===== config.mk =====
export PLATFORM = sky130hd
export DESIGN_NAME = pix_demux_out
export DESIGN_NICKNAME = d
export VERILOG_FILES = /design/src/rtl/pdm_pkg.sv /design/src/rtl/pdm_mode_latch.sv /design/src/rtl/pdm_pair_track.sv /design/src/rtl/pdm_out_stage.sv /design/src/rtl/pix_demux_out.sv
export SDC_FILE = /design/constraint.sdc
export NUM_CORES = 1
export LEC_CHECK = 0
export ABC_AREA = 1
export BUFFER_PORTS_ARGS = -buffer_cell sky130_fd_sc_hd__buf_2
export CORE_ASPECT_RATIO = 1.5
export CORE_MARGIN = 4
export CORE_UTILIZATION = 49
export DETAILED_ROUTE_END_ITERATION = 8
export PLACE_DENSITY = 0.81
export SLEW_MARGIN = 20
export SYNTH_ARGS = -nofsm -noshare
export SYNTH_HDL_FRONTEND = slang
export SYNTH_SLANG_ARGS = --single-unit

===== constraint.sdc =====
create_clock -name clk -period 1.3 [get_ports clk]
set_clock_uncertainty 0.1 [all_clocks]
set_input_delay 0.325 -clock clk [delete_from_list [all_inputs] [get_ports clk]]
set_output_delay 0.325 -clock clk [all_outputs]
set_load 0.005 [all_outputs]

===== src/rtl/pdm_pkg.sv =====
package pdm_pkg;
  typedef struct packed {
    logic dual;
    logic together;
    logic a_first;
  } pdm_mode_t;

  localparam pdm_mode_t PDM_MODE_RESET = '{dual: 1'b1, together: 1'b1, a_first: 1'b1};
endpackage


===== src/rtl/pdm_mode_latch.sv =====
module pdm_mode_latch
  import pdm_pkg::*;
(
  input  logic      clk,
  input  logic      rst_n,
  input  logic      line_start,
  input  pdm_mode_t cfg,
  output pdm_mode_t eff_mode
);
  pdm_mode_t act_q;

  always_ff @(posedge clk) begin
    if (!rst_n)          act_q <= PDM_MODE_RESET;
    else if (line_start) act_q <= cfg;
  end

  // The sample taken in the line-start cycle already follows the new bits.
  always_comb eff_mode = line_start ? cfg : act_q;

  assert_mode_hold_R8: assert property (@(posedge clk) disable iff (!rst_n)
    !line_start |=> $stable(act_q));
endmodule


===== src/rtl/pdm_pair_track.sv =====
module pdm_pair_track
  import pdm_pkg::*;
(
  input  logic      clk,
  input  logic      rst_n,
  input  logic      line_start,
  input  logic      pix_valid,
  input  pdm_mode_t eff_mode,
  output logic      cur_odd,
  output logic      to_a
);
  logic odd_next_q;

  always_comb begin
    cur_odd = line_start | odd_next_q;
    to_a    = (cur_odd == eff_mode.a_first);
  end

  always_ff @(posedge clk) begin
    if (!rst_n)          odd_next_q <= 1'b1;
    else if (pix_valid)  odd_next_q <= ~cur_odd;
    else if (line_start) odd_next_q <= 1'b1;
  end

  // inside a line, successive samples alternate between odd and even.
  assert_parity_alt_R7: assert property (@(posedge clk) disable iff (!rst_n)
    (pix_valid && !line_start) ##1 (pix_valid && !line_start) |-> cur_odd != $past(cur_odd));
endmodule


===== src/rtl/pdm_out_stage.sv =====
module pdm_out_stage
  import pdm_pkg::*;
#(
  parameter int W = 8
) (
  input  logic         clk,
  input  logic         rst_n,
  input  logic         pix_valid,
  input  logic [W-1:0] pix_data,
  input  pdm_mode_t    eff_mode,
  input  logic         cur_odd,
  input  logic         to_a,
  output logic [W-1:0] a_q,
  output logic [W-1:0] b_q,
  output logic         en_q,
  output logic         oe_q
);
  logic [W-1:0] held_q;

  always_ff @(posedge clk) begin
    if (!rst_n) begin
      a_q    <= '0;
      b_q    <= '0;
      held_q <= '0;
      en_q   <= 1'b0;
      oe_q   <= PDM_MODE_RESET.dual;
    end else begin
      oe_q <= eff_mode.dual;
      en_q <= 1'b0;
      if (pix_valid) begin
        if (!eff_mode.dual) begin
          a_q  <= pix_data;
          en_q <= 1'b1;
        end else if (!eff_mode.together) begin
          if (to_a) a_q <= pix_data;
          else      b_q <= pix_data;
          en_q <= 1'b1;
        end else if (cur_odd) begin
          held_q <= pix_data;
        end else begin
          if (to_a) begin
            a_q <= pix_data;
            b_q <= held_q;
          end else begin
            a_q <= held_q;
            b_q <= pix_data;
          end
          en_q <= 1'b1;
        end
      end
    end
  end

  assert_single_to_a_R1: assert property (@(posedge clk) disable iff (!rst_n)
    pix_valid && !eff_mode.dual |=> en_q && (a_q == $past(pix_data)));

  assert_alt_hold_R3: assert property (@(posedge clk) disable iff (!rst_n)
    pix_valid && eff_mode.dual && !eff_mode.together && to_a |=> $stable(b_q) && en_q);

  assert_pair_first_R4: assert property (@(posedge clk) disable iff (!rst_n)
    pix_valid && eff_mode.dual && eff_mode.together && cur_odd
      |=> !en_q && $stable(a_q) && $stable(b_q));

  assert_idle_R10: assert property (@(posedge clk) disable iff (!rst_n)
    !pix_valid |=> !en_q && $stable(a_q) && $stable(b_q));
endmodule


===== src/rtl/pix_demux_out.sv =====
module pix_demux_out
  import pdm_pkg::*;
#(
  parameter int W = 8
) (
  input  logic         clk,
  input  logic         rst_n,
  input  logic         pix_valid,
  input  logic [W-1:0] pix_data,
  input  logic         line_start,
  input  logic         cfg_dual,
  input  logic         cfg_together,
  input  logic         cfg_a_first,
  output logic [W-1:0] port_a,
  output logic [W-1:0] port_b,
  output logic         port_b_oe,
  output logic         dclk_en
);
  pdm_mode_t    cfg, eff_mode;
  logic         cur_odd, to_a;
  logic [W-1:0] b_q;

  always_comb cfg = '{dual: cfg_dual, together: cfg_together, a_first: cfg_a_first};

  pdm_mode_latch u_mode (
    .clk(clk), .rst_n(rst_n), .line_start(line_start), .cfg(cfg), .eff_mode(eff_mode)
  );

  pdm_pair_track u_pair (
    .clk(clk), .rst_n(rst_n), .line_start(line_start), .pix_valid(pix_valid),
    .eff_mode(eff_mode), .cur_odd(cur_odd), .to_a(to_a)
  );

  pdm_out_stage #(.W(W)) u_out (
    .clk(clk), .rst_n(rst_n), .pix_valid(pix_valid), .pix_data(pix_data),
    .eff_mode(eff_mode), .cur_odd(cur_odd), .to_a(to_a),
    .a_q(port_a), .b_q(b_q), .en_q(dclk_en), .oe_q(port_b_oe)
  );

  // A disabled Port B reads zero.
  always_comb port_b = port_b_oe ? b_q : '0;

  assert_b_off_R2: assert property (@(posedge clk) disable iff (!rst_n)
    !port_b_oe |-> port_b == '0);
endmodule


== After elaboration in Yosys (flattened, before gate mapping) ==
Index checks and enable logic that the tools add are counted.

* Bits in registers: 29
* Logic and storage cells: 36

* Eq/ne operators: 5
* Mux-type cells: 16
* Bitwise logic cells: 2
* Reduce and logical (&&, ||, !) cells: 5

{| class="wikitable"
|+ Operators by type and width
! cell !! number
|-
| $mux 8 || 10
|-
| $reduce_and 4->1 || 2
|-
| $ne 3x3->1 const B || 2
|-
| $mux 1 || 5
|-
| $mux 3 || 1
|-
| $reduce_and 3->1 || 1
|-
| $ne 2x1->1 const B || 1
|-
| $ne 2x2->1 const B || 1
|-
| $reduce_and 2->1 || 1
|-
| $reduce_bool 2->1 || 1
|-
| $eq 1x1->1 || 1
|-
| $not 1->1 || 1
|-
| $or 1x1->1 || 1
|}

== Longest topological paths before layout ==
Gate-level depths: netlist (run 1).

* Depth after elaboration: 6
* Depth in mapped cells: 11
* Depth with buffers taken out: 10

== Modules after synthesis ==
A second synthesis (run 1) with hierarchy kept.

* Cell total of the unflattened synthesis: 249
* Area total of the unflattened synthesis: 1616.6 µm²

{| class="wikitable"
|+ By module, submodules not included
! module !! instances !! cells an instance !! area an instance (µm²) !! seq. area each (µm²)
|-
| pdm_out_stage || 1 || 203 || 1370.1 || 520.5
|-
| pdm_mode_latch || 1 || 16 || 112.6 || 60.1
|-
| pdm_pair_track || 1 || 13 || 68.8 || 20.0
|-
| pix_demux_out || 1 || 17 || 65.1 || 0.0
|}

== Worst setup path before layout (run 1) ==
No wires, ideal clock.

* Path kind: flip-flop to flip-flop
* From: reg, netlist name u_out.oe_q
* To: reg u_out.b_q[0]
* Arrival: 1237 ps
* Path slack: -149 ps
* Stages on the path, launching flop included: 10
* Buffers on the path: 2
* Clock period less this slack: 1449 ps
* Path through: dfxtp_1 -> buf_2 -> nand2_1 -> nand2_1 -> inv_2 -> nor2_1 -> nand2_4 -> buf_6 -> nor2_1 -> nor2_1

{| class="wikitable"
|+ RTL lines
! what !! RTL line !! text
|-
| end signal: assignment || pdm_out_stage.sv:36 || <nowiki>else b_q <= pix_data;</nowiki>
|-
| end signal: assignment || pdm_out_stage.sv:43 || <nowiki>b_q <= held_q;</nowiki>
|-
| end signal: assignment || pdm_out_stage.sv:46 || <nowiki>b_q <= pix_data;</nowiki>
|-
| end: declaration || pdm_out_stage.sv:14 || <nowiki>output logic [W-1:0] b_q,</nowiki>
|}

== Final worst setup path (run 1) ==
* From: reg u_pair.odd_next_q
* To: reg u_out.a_q[2]

* Longest elaborated chain between the ends: 6
* Elaborated cells on any way between the ends: 9
* Classes of those cells: 3 x eq/ne; 4 x mux; 1 x bitwise; 1 x reduce/logical

{| class="wikitable"
|+ RTL lines
! what !! RTL line !! text
|-
| start: declaration || pdm_pair_track.sv:12 || <nowiki>logic odd_next_q;</nowiki>
|-
| start signal: assignment || pdm_pair_track.sv:21 || <nowiki>else if (pix_valid) odd_next_q <= ~cur_odd;</nowiki>
|-
| $or 1x1->1 (*) || pdm_pair_track.sv:15 || <nowiki>cur_odd = line_start | odd_next_q;</nowiki>
|-
| $eq 1x1->1 || pdm_pair_track.sv:16 || <nowiki>to_a = (cur_odd == eff_mode.a_first);</nowiki>
|-
| $mux 8 || pdm_out_stage.sv:41 || <nowiki>if (to_a) begin</nowiki>
|-
| $mux 8 || pdm_out_stage.sv:38 || <nowiki>end else if (cur_odd) begin</nowiki>
|-
| $mux 8 || pdm_out_stage.sv:34 || <nowiki>end else if (!eff_mode.together) begin</nowiki>
|-
| $mux 8 || pdm_out_stage.sv:31 || <nowiki>if (!eff_mode.dual) begin</nowiki>
|-
| end signal: assignment || pdm_out_stage.sv:32 || <nowiki>a_q <= pix_data;</nowiki>
|-
| end signal: assignment || pdm_out_stage.sv:35 || <nowiki>if (to_a) a_q <= pix_data;</nowiki>
|-
| end signal: assignment || pdm_out_stage.sv:42 || <nowiki>a_q <= pix_data;</nowiki>
|-
| end: declaration || pdm_out_stage.sv:13 || <nowiki>output logic [W-1:0] a_q,</nowiki>
|}

Mark *: on every way between the ends. The rest lies on a longest branch, timed or not. The select of a mux whose other input is x is not followed.
A chain may end at the register's enable or synchronous reset.

==> results of run 1 <==
worst max path at each step:
| stage | from | end | slack (ns) | cells past startpoint |
|---|---|---|---|---|
| 6_report | u_pair.odd_next_q | u_out.a_q[2] | -0.16 | 8 |
| 3_3_place_gp | line_start | u_out.a_q[4] | -0.24 | 11 |
| 3_5_place_dp | line_start | u_out.held_q[4] | -0.28 | 9 |
| 4_1_cts | u_pair.odd_next_q | u_out.a_q[2] | -0.1 | 8 |
| 5_1_grt | u_pair.odd_next_q | u_out.a_q[6] | -0.22 | 8 |
| 2_1_floorplan | u_out.oe_q | u_out.a_q[0] | -0.007 | 10 |
metrics by stage:
stage	util (%)	TNS, ns
finish	73.0	-2.27
floorplan	-	-0.111
detailed placement	60.7	-5.77
CTS	66.7	-1.55
global placement	60.7	-5.16
global route	73.0	-3.95
cell usage in the layout (no fill, tap or decap), drive strengths merged:
| cell type | instances |
|---|---|
| nand3 | 15 |
| nor2 | 36 |
| inv | 34 |
| a21oi | 8 |
| buf | 54 |
| dfxtp | 29 |
| nand2 | 109 |
| clkinv | 2 |
| clkinvlp | 1 |
| nand4 | 17 |
| clkbuf | 5 |
logic make-up (layout without fill, tap and decap cells):
kind of cell	after synthesis	after routing	share of synthesized area [%]
AND/OR/NAND/NOR	174	177	49.6
flip-flops	29	29	36.3
AO/OA/AOI/OAI	8	8	2.51
buffers and inverters	42	96	11.5
routing by layer:
layer	routed length, µm	up-vias	track usage [%]
met2	2390	72	34.7
met4	176	0	11.5
li1	-	900	-
met5	0	-	0
met3	214	18	3.26
met1	1730	809	24.2
synthesized netlist by cell type (2+ instances only):
library cell  number
nand2_1           98
nor2_1            33
inv_1             30
dfxtp_1           29
nand4_1           17
nand3_1           13
a21oi_1            8
nand2_2            5
inv_2              4
nand2_4            4
buf_2              3
buf_6              3
clkbuf_1           2
flip-flops by register name, indices dropped and copies added (netlist names):
register / count
u_mode.act_q: 2
u_out.a_q: 8
u_out.b_q: 8
u_out.en_q: 1
u_out.held_q: 8
u_out.oe_q: 1
u_pair.odd_next_q: 1
critical path, stage by stage (launching register included):
cell,delay (ns)
dfxtp_2,0.33
nor2_4,0.19
inv_4,0.08
nand2_4,0.07
nand4_1,0.22
nand2_4,0.21
nand2_1,0.06
nand2_1,0.07
nor2_1,0.04
area by class of cell:
class                   instances  area, µm²
clock buffers                   5       68.8
flip-flops and latches         29        591
clock inverters                 3       17.5
multi-input cells             185       1020
fillers                       255        852
inverters                      34        138
well taps                      40       50.0
repair buffers                 54        427
repair_timing:
action | CTS | global route
setup buffers | 2 | 5
pin swaps | 27 | 27
resized for setup | 16 | 47
gates cloned | 4 | 0
setup endpoints to repair | 33 | 33
power by group:
| part | switching [W] | internal [W] | leakage, nW |
|---|---|---|---|
| combinational | 0.000375 | 0.000270 | 0.946 |
| clock | 0.000359 | 0.000368 | 0.0439 |
| sequential | 0.0000422 | 0.000950 | 0.238 |
==> impl_metrics.json, run 1 <==
{
  "clk_pin_slew_ns": 0.07,
  "core_area_um2": 3160,
  "fp-row-count": 25,
  "grt_usage_pct": 20.9,
  "chipHeight_um": 77.9,
  "finalSetupViolations": 25,
  "finalMaxSlewViolations": 0,
  "crit_type": "register to register",
  "htreeDepth": 2,
  "cts_buffers": 5,
  "wl_per_cell_um": 12.9,
  "min-delay-start": "rst_n",
  "synth_fp_nets": 268,
  "tightest_slew_ns": 0.280,
  "crit_required_ns": 1.39,
  "post-place-ws_ns": -0.278,
  "ys_warn_count": 0,
  "violations": "negative setup slack",
  "cts.hold.buffers_added": 0,
  "hold-path-endpoint": "u_out.a_q[1]",
  "netlist.area_leader.share_pct": 36.3,
  "fin_crit_sh_pct": 112,
  "ys_types": 17,
  "wl_mm": 4.51,
  "cts_root_buffer": "clkbuf_8",
  "r2r_cells": 8,
  "ir_drop_v": 0.000890,
  "ant_nets": 0,
  "die_w_um": 54.6,
  "area_growth_pct": 44.4,
  "ys_seq_area_share_pct": 36.3,
  "endpoint_kind": "register",
  "hold_path_class": "input pin to register",
  "relSlewSlack_pct": 81.3,
  "synth_edf_count": 0,
  "r2r_start": "u_pair.odd_next_q",
  "final_cells": 350,
  "total_power_w": 0.00236,
  "clock_sinks": 29,
  "drv_cap": 0,
  "hold_viol_final": 0,
  "hpwl_mm": 2.76,
  "avgViaCountPerCell": 5.14,
  "drive_gt1_share_pct": 40.3,
  "worst_slack_ns": -0.162,
  "ff2ff_setup_slack_ns": -0.16,
  "status": "complete, but fails checks",
  "synth_area_per_cell_um2": 6.32,
  "cp-start-kind": "register",
  "cp.arrival_ns": 1.55,
  "p_leak_nw": 1.23,
  "grt_pass1_wl_mm": 6.69,
  "initial_utilization_pct": 50.6,
  "ios": 33,
  "die_area_um2": 4260,
  "drc": 0,
  "synth_ff_type": "dfxtp_1",
  "gp_congestion": 0.850,
  "drtIter0Drc": 70,
  "async_flop_share_pct": 0,
  "period_minus_slack_ns": 1.46,
  "syn_area_um2": 1600,
  "syn-instance-count": 253,
  "num_antenna_cells": 0,
  "postPlaceCellArea_um2": 1920,
  "yosys_register_bits": 29,
  "io_buffers": 32,
  "dr.pass1.iters": 4,
  "antenna_found_initial": 0,
  "placed_cells": 332,
  "nets": 324,
  "grt_pass1_vias": 1543,
  "rsz0062_at_grt": "true",
  "max_freq_ghz": 0.684,
  "insertion_delay_ns": 0.29,
  "yosysTopAreaCell": "dfxtp_1",
  "worst_hold_slack_ns": 0.232,
  "grt_max_degree": 18,
  "crit_fanout": 8,
  "whs_path_depth": 3,
  "clockBufferDepth": 2,
  "tritoncts": "yes",
  "via_count": 1799,
  "grt_overflow_total": 0,
  "p_per_area_nw_per_um2": 1020,
  "r2r-end": "u_out.a_q[2]",
  "ys_top_cells_by_area": "dfxtp_1, nand2_1, nor2_1",
  "final_area_um2": 2310
}
Note: power is estimated with default switching activity, not from simulation.
==> inputs of run 2 (changes only) <==
- GPL_TIMING_DRIVEN: not set -> 0
==> run 2 against run 1 <==
Compared with the run above: the run still ends with negative setup slack left; register-to-register slack better by 0.02 ns; sequential power is 0.4% lower; first-iteration DRC count is 76% higher; design area is 4.2% lower; largest power group unchanged; flip-flop and latch count stayed put; critical path type unchanged.
==> impl_metrics.json, run 2 (synthesized netlist as in run 1, its figures left out) <==
{
  "worst_slack_ns": -0.145,
  "p_leak_nw": 1.20,
  "chipHeight_um": 77.9,
  "die_area_um2": 4260,
  "grt_pass1_vias": 1527,
  "grt_usage_pct": 21.0,
  "clk_pin_slew_ns": 0.06,
  "htreeDepth": 2,
  "crit_fanout": 5,
  "mostFrequentLayoutCell": "nand2_1",
  "cts_root_buffer": "clkbuf_8",
  "antenna_found_initial": 0,
  "fp-row-count": 25,
  "met3_usage_pct": 4.80,
  "crit_type": "register to register",
  "grt_overflow_total": 0,
  "hpwl_mm": 2.66,
  "wl_mm": 4.16,
  "whs_path_depth": 3,
  "nets": 320,
  "drtIter0Drc": 123,
  "rsz0062_at_grt": "true",
  "r2r_cells": 9,
  "placed_cells": 325,
  "status": "complete, but fails checks",
  "worst_hold_slack_ns": 0.199,
  "insertion_delay_ns": 0.29,
  "avgViaCountPerCell": 5.06,
  "ir_drop_v": 0.00149,
  "fin_crit_sh_pct": 111,
  "io_buffers": 32,
  "initial_utilization_pct": 50.6,
  "cp.arrival_ns": 1.52,
  "setup_tns_ns": -2.78,
  "drv_cap": 0,
  "max_freq_ghz": 0.692,
  "core_area_um2": 3160,
  "die_w_um": 54.6,
  "wl_per_cell_um": 12.0,
  "dr.pass1.iters": 5,
  "clock_sinks": 29,
  "top_regs": "u_out.a_q (8), u_out.b_q (8), u_out.held_q (8)",
  "relSlewSlack_pct": 70.6,
  "clockBufferDepth": 2,
  "gp_congestion": 0.851,
  "hold_path_class": "input pin to register",
  "finalMaxSlewViolations": 0,
  "final_cell_mix": "nand2_1, buf_2, inv_1, dfxtp_1, nor2_1",
  "violations": "negative setup slack",
  "drive_gt1_share_pct": 35.6,
  "post-place-ws_ns": -0.304,
  "drc": 0,
  "endpoint_kind": "register",
  "cp-start-kind": "register",
  "grt_util_met2_pct": 33.9,
  "grt_max_degree": 11,
  "use_met1_pct": 25.0,
  "via_count": 1751,
  "cts_buffers": 5,
  "crit_required_ns": 1.38,
  "period_minus_slack_ns": 1.44,
  "tritoncts": "yes",
  "p_per_area_nw_per_um2": 1150,
  "grt_pass1_wl_mm": 6.70,
  "num_antenna_cells": 0,
  "finalSetupViolations": 33,
  "ios": 33,
  "cts.hold.buffers_added": 0,
  "final_cells": 346,
  "ant_nets": 0,
  "tightest_slew_ns": 0.441,
  "area_growth_pct": 38.4,
  "grt_busiest_layer": "met2",
  "hold_viol_final": 0
}
[run 2: cell count changes in the layout (fill, tap and decap cells not counted), sizes merged]
cell / previous run / this run
clkinvlp: 1 / 0
nand2: 109 / 107
buf: 54 / 50
bufinv: 0 / 1
clkinv: 2 / 0
clkbuf: 5 / 9
[run 2: final cells by class]
cell class                      instances  area (µm²)
Buffer                                  8        62.6
Clock buffer                            7        86.3
Clock inverter                          1        30.0
Fill cell                             270         948
Inverter                               34         135
Multi-Input combinational cell        183         991
Sequential cell                        29         586
Tap cell                               40        50.0
Timing Repair Buffer                   44         270
[run 2: layer usage]
metal / wire (µm) / up-vias
li1: - / 884
met1: 1600 / 773
met2: 2100 / 71
met3: 296 / 23
met4: 162 / 0
met5: 0 / -
[run 2: metrics by stage]
| stage | power (W) | utilization (%) | area (µm²) |
|---|---|---|---|
| 2_1_floorplan | 0.00134 | - | 1650 |
| 3_3_place_gp | 0.00147 | 58.7 | 1860 |
| 3_5_place_dp | 0.00148 | 58.7 | 1860 |
| 4_1_cts | 0.00253 | 68.2 | 2150 |
| 5_1_grt | 0.00268 | 70.0 | 2210 |
| 6_report | 0.00255 | 70.0 | 2210 |
[run 2: final timing paths]
| kind | from | slack, ns | end |
|---|---|---|---|
| min | rst_n | 0.20 | u_out.a_q[7] |
| max | u_pair.odd_next_q | -0.14 | u_out.a_q[6] |
| max reg2reg | u_pair.odd_next_q | -0.14 | u_out.a_q[6] |
| min reg2reg | u_out.held_q[7] | 0.39 | u_out.held_q[7] |
[run 2: worst max-delay path, stage by stage (launching register included)]
cell and delay, ns:
dfxtp_2 0.32, nor2_4 0.19, inv_4 0.08, nand3_1 0.10, nand2_1 0.07, inv_2 0.08, nand2_4 0.08, buf_6 0.14
nor2_1 0.12, nor2_1 0.06
[run 2: power by group]
group	internal [W]	switching, W	total [W]
combinational	0.000236	0.000358	0.000594
clock	0.000624	0.000345	0.000969
sequential	0.000952	0.0000362	0.000988
total	0.00181	0.000739	0.00255
[run 2: timing repair]
item,in CTS,in global routing
buffers inserted,8,1
gates resized for setup,29,16
hold endpoints to repair,0,0
pin swaps,17,12
setup endpoints to repair,32,33
cloned,3,1
==> inputs of run 3 (changes only) <==
- CORE_UTILIZATION: 49 -> 58
- PLACE_DENSITY: 0.81 -> 0.9
- clock period: 1.3 -> 1.7 ns (I/O delays scaled with it)
==> run 3 against run 2 <==
Compared with the run above: the flow now finishes without violations; clock-buffer cell count is the same; first-iteration DRC count shrank 52%; flip-flop and latch count is the same; non-clock buffer count shrank 10; die area shrank 14%; sequential share of layout area grew 3.5 points; total power shrank 32%; critical path depth grew 1; combinational power shrank 39%; hold slack gained 0.088 ns; critical endpoint is now u_out.a_q[0]; largest cell class unchanged.
==> impl_metrics.json, run 3 (synthesized netlist as in run 1, its figures left out) <==
{
  "r2r-end": "u_out.a_q[0]",
  "crit_fanout": 9,
  "endpoint_kind": "register",
  "netSwitchingPower_w": 0.000504,
  "ff2ff_setup_slack_ns": 0.12,
  "cts_root_buffer": "clkbuf_8",
  "drive_gt1_share_pct": 22.7,
  "nFillCells": 250,
  "p_leak_nw": 1.12,
  "num_antenna_cells": 0,
  "whs_path_depth": 3,
  "initial_utilization_pct": 60.3,
  "ios": 33,
  "gp_congestion": 0.880,
  "insertion_delay_ns": 0.28,
  "grt_pass1_wl_mm": 5.75,
  "chipHeight_um": 72.3,
  "ant_nets": 0,
  "drc": 0,
  "cp-start-kind": "register",
  "io_buffers": 32,
  "nets": 309,
  "clkPwrFrac_pct": 35.6,
  "core_area_um2": 2650,
  "hold-path-endpoint": "u_out.a_q[7]",
  "top_regs": "u_out.a_q (8), u_out.b_q (8), u_out.held_q (8)",
  "clockBufferDepth": 2,
  "clock_sinks": 29,
  "drtIter0Drc": 59,
  "r2r_start": "u_out.oe_q",
  "wl_mm": 3.62,
  "via_count": 1622,
  "die_w_um": 50.9,
  "cts_buffers": 5,
  "max_freq_ghz": 0.634,
  "fp-row-count": 23,
  "dr.pass1.iters": 4,
  "final_cells": 332,
  "pwr-share-seq_pct": 43.4,
  "cp.arrival_ns": 1.71,
  "grt_max_degree": 11,
  "finalMaxSlewViolations": 0,
  "combPwrFrac_pct": 20.9,
  "avgViaCountPerCell": 4.89,
  "tritoncts": "yes",
  "tightest_slew_ns": 0.434,
  "switching_share_pct": 29.1,
  "hold_viol_final": 0,
  "wl_per_cell_um": 10.9,
  "hold_path_class": "input pin to register",
  "intPower_w": 0.00123,
  "grt_usage_pct": 21.0,
  "worst_hold_slack_ns": 0.287,
  "r2r_cells": 10,
  "status": "finished, final reports clean",
  "setup_tns_ns": 0,
  "area_growth_pct": 21.1,
  "p_per_area_nw_per_um2": 894,
  "ir_drop_v": 0.000695,
  "htreeDepth": 2,
  "relSlewSlack_pct": 71.1,
  "die_area_um2": 3680,
  "fin_crit_sh_pct": 92.8,
  "final_cell_mix": "nand2_1, buf_2, nor2_1, inv_1, dfxtp_1",
  "cts.hold.buffers_added": 0,
  "grt_pass1_vias": 1318,
  "placed_cells": 322,
  "grt_overflow_total": 0,
  "antenna_found_initial": 0,
  "period_minus_slack_ns": 1.58,
  "crit_type": "register to register",
  "min-delay-start": "rst_n",
  "hpwl_mm": 2.62,
  "finalSetupViolations": 0,
  "drv_cap": 0,
  "mostFrequentLayoutCell": "nand2_1",
  "clk_pin_slew_ns": 0.06,
  "crit_required_ns": 1.83
}
-- run 3: final cells by class --
type	instances	area (µm²)	area share (%)
timing repair buffer	34	175	9.05
tap	37	46.3	2.39
multi-input combinational	182	846	43.7
clock inverter	1	5.00	0.259
inverter	34	128	6.59
sequential	29	581	30.0
buffer	8	58.8	3.04
clock buffer	7	96.3	4.98
-- run 3: power by group through the flow --
| stage | registers, W | clock network (W) | logic (W) |
|---|---|---|---|
| 2_1_floorplan | 0.000765 | 0 | 0.000240 |
| 3_3_place_gp | 0.000764 | 0 | 0.000338 |
| 3_5_place_dp | 0.000766 | 0 | 0.000343 |
| 4_1_cts | 0.000751 | 0.000627 | 0.000346 |
| 5_1_grt | 0.000757 | 0.000665 | 0.000410 |
| 6_report | 0.000752 | 0.000617 | 0.000362 |
-- run 3: how the worst max path moves through the flow --
stage | startpoint | to | slack (ns) | cells past startpoint
after floorplan | line_start | u_out.a_q[1] | 0.24 | 9
after detailed placement | line_start | u_out.a_q[4] | -0.09 | 9
final | u_out.oe_q | u_out.a_q[0] | 0.12 | 10
after global placement | line_start | u_out.a_q[4] | -0.08 | 9
after global routing | u_out.oe_q | u_out.a_q[6] | -0.02 | 10
after CTS | u_out.oe_q | u_out.held_q[3] | 0.07 | 8
-- run 3: metal layers --
layer | share of wire (%) | routed length (µm) | vias up | GRT usage (%)
met5 | 0 | 0 | - | 0
met4 | 5.0 | 182 | 0 | 15.0
met3 | 6.4 | 233 | 16 | 4.93
met2 | 49 | 1780 | 61 | 34.0
met1 | 39 | 1430 | 680 | 23.9
li1 | - | - | 865 | -
-- run 3: per-stage QoR --
stage	power [W]	util [%]	cell area (µm²)	setup WS, ns
5_1_grt	0.00183	73.1	1940	-0.0158
3_3_place_gp	0.00110	68.1	1800	-0.0752
6_report	0.00173	73.1	1940	0.122
3_5_place_dp	0.00111	68.1	1800	-0.0906
4_1_cts	0.00172	72.0	1910	0.0664
2_1_floorplan	0.00100	-	1600	0.237
-- run 3: worst max-delay path, cell delays in order, from the launching register on --
cell and delay, ns:
dfxtp_1 0.33, clkbuf_4 0.19, nand2_1 0.06, nand2_1 0.11, inv_2 0.09, nor2_8 0.17
buf_4 0.15, nand3_1 0.08, nand2_1 0.11, nor2_1 0.05, nor2_1 0.08
-- run 3: what timing repair did --
item,CTS,global route
gates resized for setup,0,4
buffers inserted,0,2
setup endpoints to repair,0,23
